`src/rtl/i2c_target.sv`:
```
module i2c_target #(
  parameter logic [6:0] OWN_ADDR = 7'h5A,
  parameter bit         STRETCH  = 1'b1
) (
  input  logic       clk,
  input  logic       rst_n,
  input  logic       scl_i,
  input  logic       sda_i,
  output logic       scl_oe,
  output logic       sda_oe,
  output logic       rx_valid,
  output logic [7:0] rx_data,
  output logic       rx_gc,
  input  logic       rx_full,
  output logic       tx_load,
  input  logic [7:0] tx_data,
  input  logic       usr_ready
);

  typedef enum logic [2:0] {
    S_IDLE, S_ADDR, S_AACK, S_RX, S_RACK, S_TX, S_TACK, S_HOLD
  } st_t;

  st_t        st;
  logic       scl_q, sda_q;
  logic [3:0] cnt;
  logic [7:0] sh;
  logic       rw, mack;

  wire scl_rise = scl_i & ~scl_q;
  wire scl_fall = ~scl_i & scl_q;
  wire start    = scl_i & scl_q & sda_q & ~sda_i;
  wire stop     = scl_i & scl_q & ~sda_q & sda_i;
  wire gc_hit   = (sh[7:1] == 7'd0) && !sh[0];
  wire addr_hit = (sh[7:1] == OWN_ADDR) || gc_hit;
  wire go       = usr_ready || !STRETCH;
  wire byte_end = scl_fall && (cnt == 4'd8);
  wire advance  = (scl_fall && (st == S_AACK || st == S_RACK || (st == S_TACK && mack)))
                || (st == S_HOLD);

  assign tx_load = rw && go && advance && !start && !stop;

  always_ff @(posedge clk or negedge rst_n) begin
    if (!rst_n) begin
      st       <= S_IDLE;
      scl_q    <= 1'b1;
      sda_q    <= 1'b1;
      cnt      <= '0;
      sh       <= '0;
      rw       <= 1'b0;
      mack     <= 1'b0;
      scl_oe   <= 1'b0;
      sda_oe   <= 1'b0;
      rx_valid <= 1'b0;
      rx_data  <= '0;
      rx_gc    <= 1'b0;
    end else begin
      scl_q    <= scl_i;
      sda_q    <= sda_i;
      rx_valid <= 1'b0;
      scl_oe   <= 1'b0;
      if (start) begin
        st     <= S_ADDR;
        cnt    <= '0;
        sda_oe <= 1'b0;
      end else if (stop) begin
        st     <= S_IDLE;
        sda_oe <= 1'b0;
      end else if (advance) begin
        cnt <= '0;
        if (!go) begin
          st     <= S_HOLD;
          scl_oe <= 1'b1;
          sda_oe <= 1'b0;
        end else begin
          scl_oe <= (st == S_HOLD);
          if (rw) begin
            sh     <= tx_data;
            sda_oe <= ~tx_data[7];
            st     <= S_TX;
          end else begin
            sda_oe <= 1'b0;
            st     <= S_RX;
          end
        end
      end else begin
        case (st)
          S_ADDR, S_RX: begin
            if (scl_rise) begin
              sh  <= {sh[6:0], sda_i};
              cnt <= cnt + 4'd1;
            end else if (byte_end) begin
              cnt <= '0;
              if (st == S_ADDR) begin
                if (addr_hit) begin
                  sda_oe <= 1'b1;
                  rw     <= sh[0];
                  rx_gc  <= gc_hit;
                  st     <= S_AACK;
                end else begin
                  st <= S_IDLE;
                end
              end else if (!rx_full) begin
                sda_oe   <= 1'b1;
                rx_valid <= 1'b1;
                rx_data  <= sh;
                st       <= S_RACK;
              end else begin
                st <= S_IDLE;
              end
            end
          end
          S_TX: begin
            if (scl_rise) begin
              cnt <= cnt + 4'd1;
            end else if (scl_fall) begin
              if (cnt == 4'd8) begin
                sda_oe <= 1'b0;
                cnt    <= '0;
                st     <= S_TACK;
              end else begin
                sh     <= {sh[6:0], 1'b0};
                sda_oe <= ~sh[6];
              end
            end
          end
          S_TACK: begin
            if (scl_rise) mack <= ~sda_i;
            else if (scl_fall) st <= S_IDLE;
          end
          S_AACK, S_RACK: ;
          default: sda_oe <= 1'b0;
        endcase
      end
    end
  end

endmodule

```
`config.mk`:
```
export PLATFORM = sky130hd
export DESIGN_NAME = i2c_target
export DESIGN_NICKNAME = d
export VERILOG_FILES = /design/src/rtl/i2c_target.sv
export SDC_FILE = /design/constraint.sdc
export NUM_CORES = 1
export LEC_CHECK = 0
export ABC_AREA = 1
export BUFFER_PORTS_ARGS = -buffer_cell sky130_fd_sc_hd__buf_2
export CAP_MARGIN = 20
export CORE_UTILIZATION = 53
export CTS_BUF_LIST = sky130_fd_sc_hd__clkbuf_8
export CTS_CLUSTER_DIAMETER = 120
export DETAILED_ROUTE_END_ITERATION = 12
export GPL_ROUTABILITY_DRIVEN = 1
export PLACE_DENSITY_LB_ADDON = 0.15
export REMOVE_ABC_BUFFERS = 1
export SLEW_MARGIN = 20
export SYNTH_ARGS = -nofsm -noshare
export SYNTH_HDL_FRONTEND = slang
export SYNTH_SLANG_ARGS = --single-unit
```
`constraint.sdc`:
```
create_clock -name clk -period 5 [get_ports clk]
set_clock_uncertainty 0.1 [all_clocks]
set_input_delay 0.5 -clock clk [delete_from_list [all_inputs] [get_ports clk]]
set_output_delay 0.5 -clock clk [all_outputs]
set_load 0.05 [all_outputs]
```
==> impl_metrics.xml <==
<?xml version="1.0" encoding="UTF-8"?>
<metrics>
  <group name="yosys">
    <metric name="synth_area_leaders" unit="">sky130_fd_sc_hd__dfrtp_1, sky130_fd_sc_hd__nand2_1, sky130_fd_sc_hd__inv_1</metric>
    <metric name="post_synth.cell_area_avg" unit="sq um">8.20</metric>
    <metric name="synth-compound-area-share" unit="">0.150</metric>
    <metric name="synth-seq-cells" unit="">31</metric>
    <metric name="post_synth_inst_count" unit="">234</metric>
    <metric name="post_synth_xor_area_fraction" unit="">0.00913</metric>
    <metric name="synth_area_leader_cell" unit="">sky130_fd_sc_hd__dfrtp_1</metric>
    <metric name="ys_seq_area_frac" unit="">0.406</metric>
    <metric name="post_synth_instance_area" unit="sq mm">0.00192</metric>
    <metric name="synth_top_family_by_area" unit="">simple AND/OR/NAND/NOR gates</metric>
    <metric name="synth_top_area_share" unit="">0.378</metric>
    <metric name="post_synth_num_cell_types" unit="">35</metric>
    <metric name="yosysWarnings" unit="">0</metric>
    <metric name="post_synth_and_or_nand_nor_area_fraction" unit="">0.322</metric>
    <metric name="yosys-mux-area-fraction" unit="">0.00522</metric>
    <metric name="yosys.area_share.adder" unit="">0.0326</metric>
  </group>
  <group name="route">
    <metric name="ant_nets" unit="">0</metric>
    <metric name="dr.first_iter.drc_count" unit="">95</metric>
    <metric name="detailedRoute.firstPassIterationCount" unit="">4</metric>
    <metric name="route.detailed.vias_per_inst" unit="">5.06</metric>
    <metric name="vias" unit="">1568</metric>
    <metric name="routed_wirelength" unit="microns">3900</metric>
    <metric name="detail_route.wl_per_cell" unit="microns">12.6</metric>
    <metric name="route.detailed.drc" unit="">0</metric>
  </group>
  <group name="timing">
    <metric name="max-slew-margin-rel" unit="">0.543</metric>
    <metric name="layout_worst_path_cycle_share" unit="">0.529</metric>
    <metric name="setup_viol_count_final" unit="">0</metric>
    <metric name="hold_viol_final" unit="">0</metric>
    <metric name="maxSlewViolCount" unit="">0</metric>
    <metric name="worst_slack" unit="ps">2360</metric>
    <metric name="fmaxAchievable" unit="MHz">378</metric>
    <metric name="finalHoldWorstSlack" unit="ps">140</metric>
    <metric name="layout_min_cycle_time" unit="ps">2640</metric>
    <metric name="rsz0062_at_grt" unit="">no</metric>
    <metric name="setup-tns-final" unit="ps">0</metric>
    <metric name="tightest_slew" unit="ps">685</metric>
  </group>
  <group name="clock_network">
    <metric name="clock_sink_count" unit="">31</metric>
    <metric name="clock_tree_from_tritoncts" unit="">done</metric>
    <metric name="cts-buffers-inserted" unit="">5</metric>
    <metric name="clkLatencyLatePin" unit="ps">290</metric>
    <metric name="hold_buffers" unit="">0</metric>
    <metric name="cts_max_path_buffers" unit="">2</metric>
    <metric name="clk_root_buffer_cell" unit="">sky130_fd_sc_hd__clkbuf_8</metric>
    <metric name="cts_max_level" unit="">2</metric>
    <metric name="worst_setup_hold_path_clk_slew" unit="ps">70</metric>
    <metric name="cts_setup_buffers" unit="">0</metric>
    <metric name="cts-resized-gates" unit="">0</metric>
  </group>
  <group name="global_routing">
    <metric name="antenna_found_initial" unit="">0</metric>
    <metric name="grt_max_degree" unit="">32</metric>
    <metric name="track_usage" unit="">0.236</metric>
    <metric name="wire_length_of_the_first_global_routing_pass" unit="microns">7040</metric>
    <metric name="sum_of_overflow_across_all_layers_after_global_routing" unit="">0</metric>
    <metric name="grt_pass1_vias" unit="">1576</metric>
  </group>
  <group name="worst_setup_path">
    <metric name="rr_endpoint" unit="">st[1]$_DFFE_PN0P_</metric>
    <metric name="reg2reg_slack" unit="ps">2850</metric>
    <metric name="start_kind" unit="">flip-flop</metric>
    <metric name="cp_endpoint_kind" unit="">output port</metric>
    <metric name="setup.worst_path.start" unit="">scl_q$_DFF_PN1_</metric>
    <metric name="data_arrival_critical_path" unit="ps">2040</metric>
    <metric name="worst_r2r_startpoint" unit="">scl_q$_DFF_PN1_</metric>
    <metric name="timing.setup.critical_path_class" unit="">reg -&gt; out</metric>
    <metric name="ff2ff_path_depth" unit="">10</metric>
    <metric name="worst_ep_required_time" unit="ps">4400</metric>
    <metric name="worst_path_fanout_max" unit="">10</metric>
  </group>
  <group name="finish">
    <metric name="antenna_cells_inserted" unit="">0</metric>
    <metric name="leading_cell_type_in_the_layout_fill_and_taps_excluded" unit="">sky130_fd_sc_hd__nand2_1</metric>
    <metric name="regArea" unit="sq um">778</metric>
    <metric name="multiInputGateArea" unit="sq um">995</metric>
    <metric name="area_growth_syn_to_layout" unit="%">13.8</metric>
    <metric name="commonest_cells_after_routing_fill_and_taps_aside" unit="">sky130_fd_sc_hd__nand2_1, sky130_fd_sc_hd__dfrtp_1, sky130_fd_sc_hd__inv_1</metric>
    <metric name="num-nets-final" unit="">282</metric>
    <metric name="num-fill-cells" unit="">311</metric>
    <metric name="final_layout_size_suffix_gt1_frac" unit="">0.261</metric>
    <metric name="fin_cells" unit="">310</metric>
  </group>
  <group name="floorplan">
    <metric name="die_outline_width" unit="microns">62.2</metric>
    <metric name="core_area" unit="sq mm">0.00339</metric>
    <metric name="design.portCount" unit="">27</metric>
    <metric name="die-area" unit="sq mm">0.00386</metric>
    <metric name="floorplan.initialDensity" unit="">0.566</metric>
    <metric name="number_of_placement_rows" unit="">21</metric>
    <metric name="die_h" unit="microns">62.2</metric>
  </group>
  <group name="placement">
    <metric name="port-buffer-count" unit="">26</metric>
    <metric name="place.detailed.hpwl" unit="microns">2880</metric>
    <metric name="placed_cells" unit="">302</metric>
    <metric name="dp_slack" unit="ps">2540</metric>
    <metric name="routability_driven_placement_congestion_ratio" unit="">0.878</metric>
  </group>
  <group name="status">
    <metric name="status" unit="">finished clean</metric>
  </group>
  <group name="job">
    <metric name="drv_cap" unit="">0</metric>
  </group>
  <group name="pwr">
    <metric name="power.density" unit="mW/mm^2">474</metric>
    <metric name="finalPower" unit="W">0.00103</metric>
    <metric name="static-leakage-power" unit="nW">1.13</metric>
    <metric name="power.ir.vdd_worst" unit="uV">289</metric>
  </group>
  <group name="worst_hold_path">
    <metric name="worst_hold_path_class" unit="">in -&gt; async</metric>
  </group>
</metrics>
[stage by stage]
stage	cell area, sq um	utilization
floorplan	1880	-
global placement	2070	0.611
detailed placement	2070	0.611
CTS	2180	0.644
global route	2180	0.644
finish	2180	0.644
[routing by layer]
metal / wire length [microns] / track usage
met2: 1710 / 0.360
met3: 146 / 0.0551
met4: 81 / 0.128
met5: 0 / 0
met1: 1960 / 0.310
[report_power, final]
group | total [W] | internal [W] | switching (W)
clock | 0.000249 | 0.000148 | 0.000101
sequential | 0.000350 | 0.000299 | 0.0000513
combinational | 0.000436 | 0.000146 | 0.000289
[sequential cells by signal, summed over array words and instances, names as in the netlist, 3 cells and up]
signal,cells
rx_data,8
sh,8
cnt,4
st,3
[layout make-up]
cell class / instances / area share
clock inverters: 3 / 0.0201
inverters: 29 / 0.0499
multi-input cells: 170 / 0.456
well taps: 46 / 0.0264
flip-flops and latches: 31 / 0.357
repair buffers: 26 / 0.0596
clock buffers: 5 / 0.0315
[critical path, cell delays in order, from the launching register on]
cell and delay [ps]:
sky130_fd_sc_hd__dfstp_2 550, sky130_fd_sc_hd__ha_1 250, sky130_fd_sc_hd__nand2_1 90, sky130_fd_sc_hd__nor2_2 180, sky130_fd_sc_hd__nand2_4 110, sky130_fd_sc_hd__nand2_8 130
sky130_fd_sc_hd__nand3_2 100, sky130_fd_sc_hd__nor2_1 80, sky130_fd_sc_hd__buf_2 260
[cell usage after synthesis (all sizes together)]
| master | n |
|---|---|
| nor3 | 2 |
| dfstp | 2 |
| dfrtp | 29 |
| nand2b | 1 |
| inv | 29 |
| mux2i | 1 |
| o211ai | 2 |
| a31oi | 2 |
| nor2 | 21 |
| nand3 | 19 |
| buf | 4 |
| ha | 5 |
| nand4 | 4 |
| nand3b | 3 |
| a21oi | 5 |
| xor2 | 2 |
| nand2 | 66 |
| a22oi | 1 |
| and2 | 1 |
| o21ai | 35 |
[cell families (layout without fill, tap and decap cells)]
logic type / count (synthesis) / count (layout)
AO/OA/AOI/OAI: 45 / 45
XOR/XNOR: 2 / 2
adder cells (fa/ha/maj): 5 / 5
buffers and inverters: 33 / 63
flip-flops: 31 / 31
multiplexers: 1 / 1
AND/OR/NAND/NOR: 117 / 117
[how the worst max path moves through the flow]
stage	end	slack, ps	cells past startpoint
6_report	tx_load	2360	8
5_1_grt	tx_load	2240	8
4_1_cts	tx_load	2360	8
3_5_place_dp	tx_load	2540	10
3_3_place_gp	tx_load	2610	10
2_1_floorplan	tx_load	2480	8
Note: power is estimated with default switching activity, not from simulation.
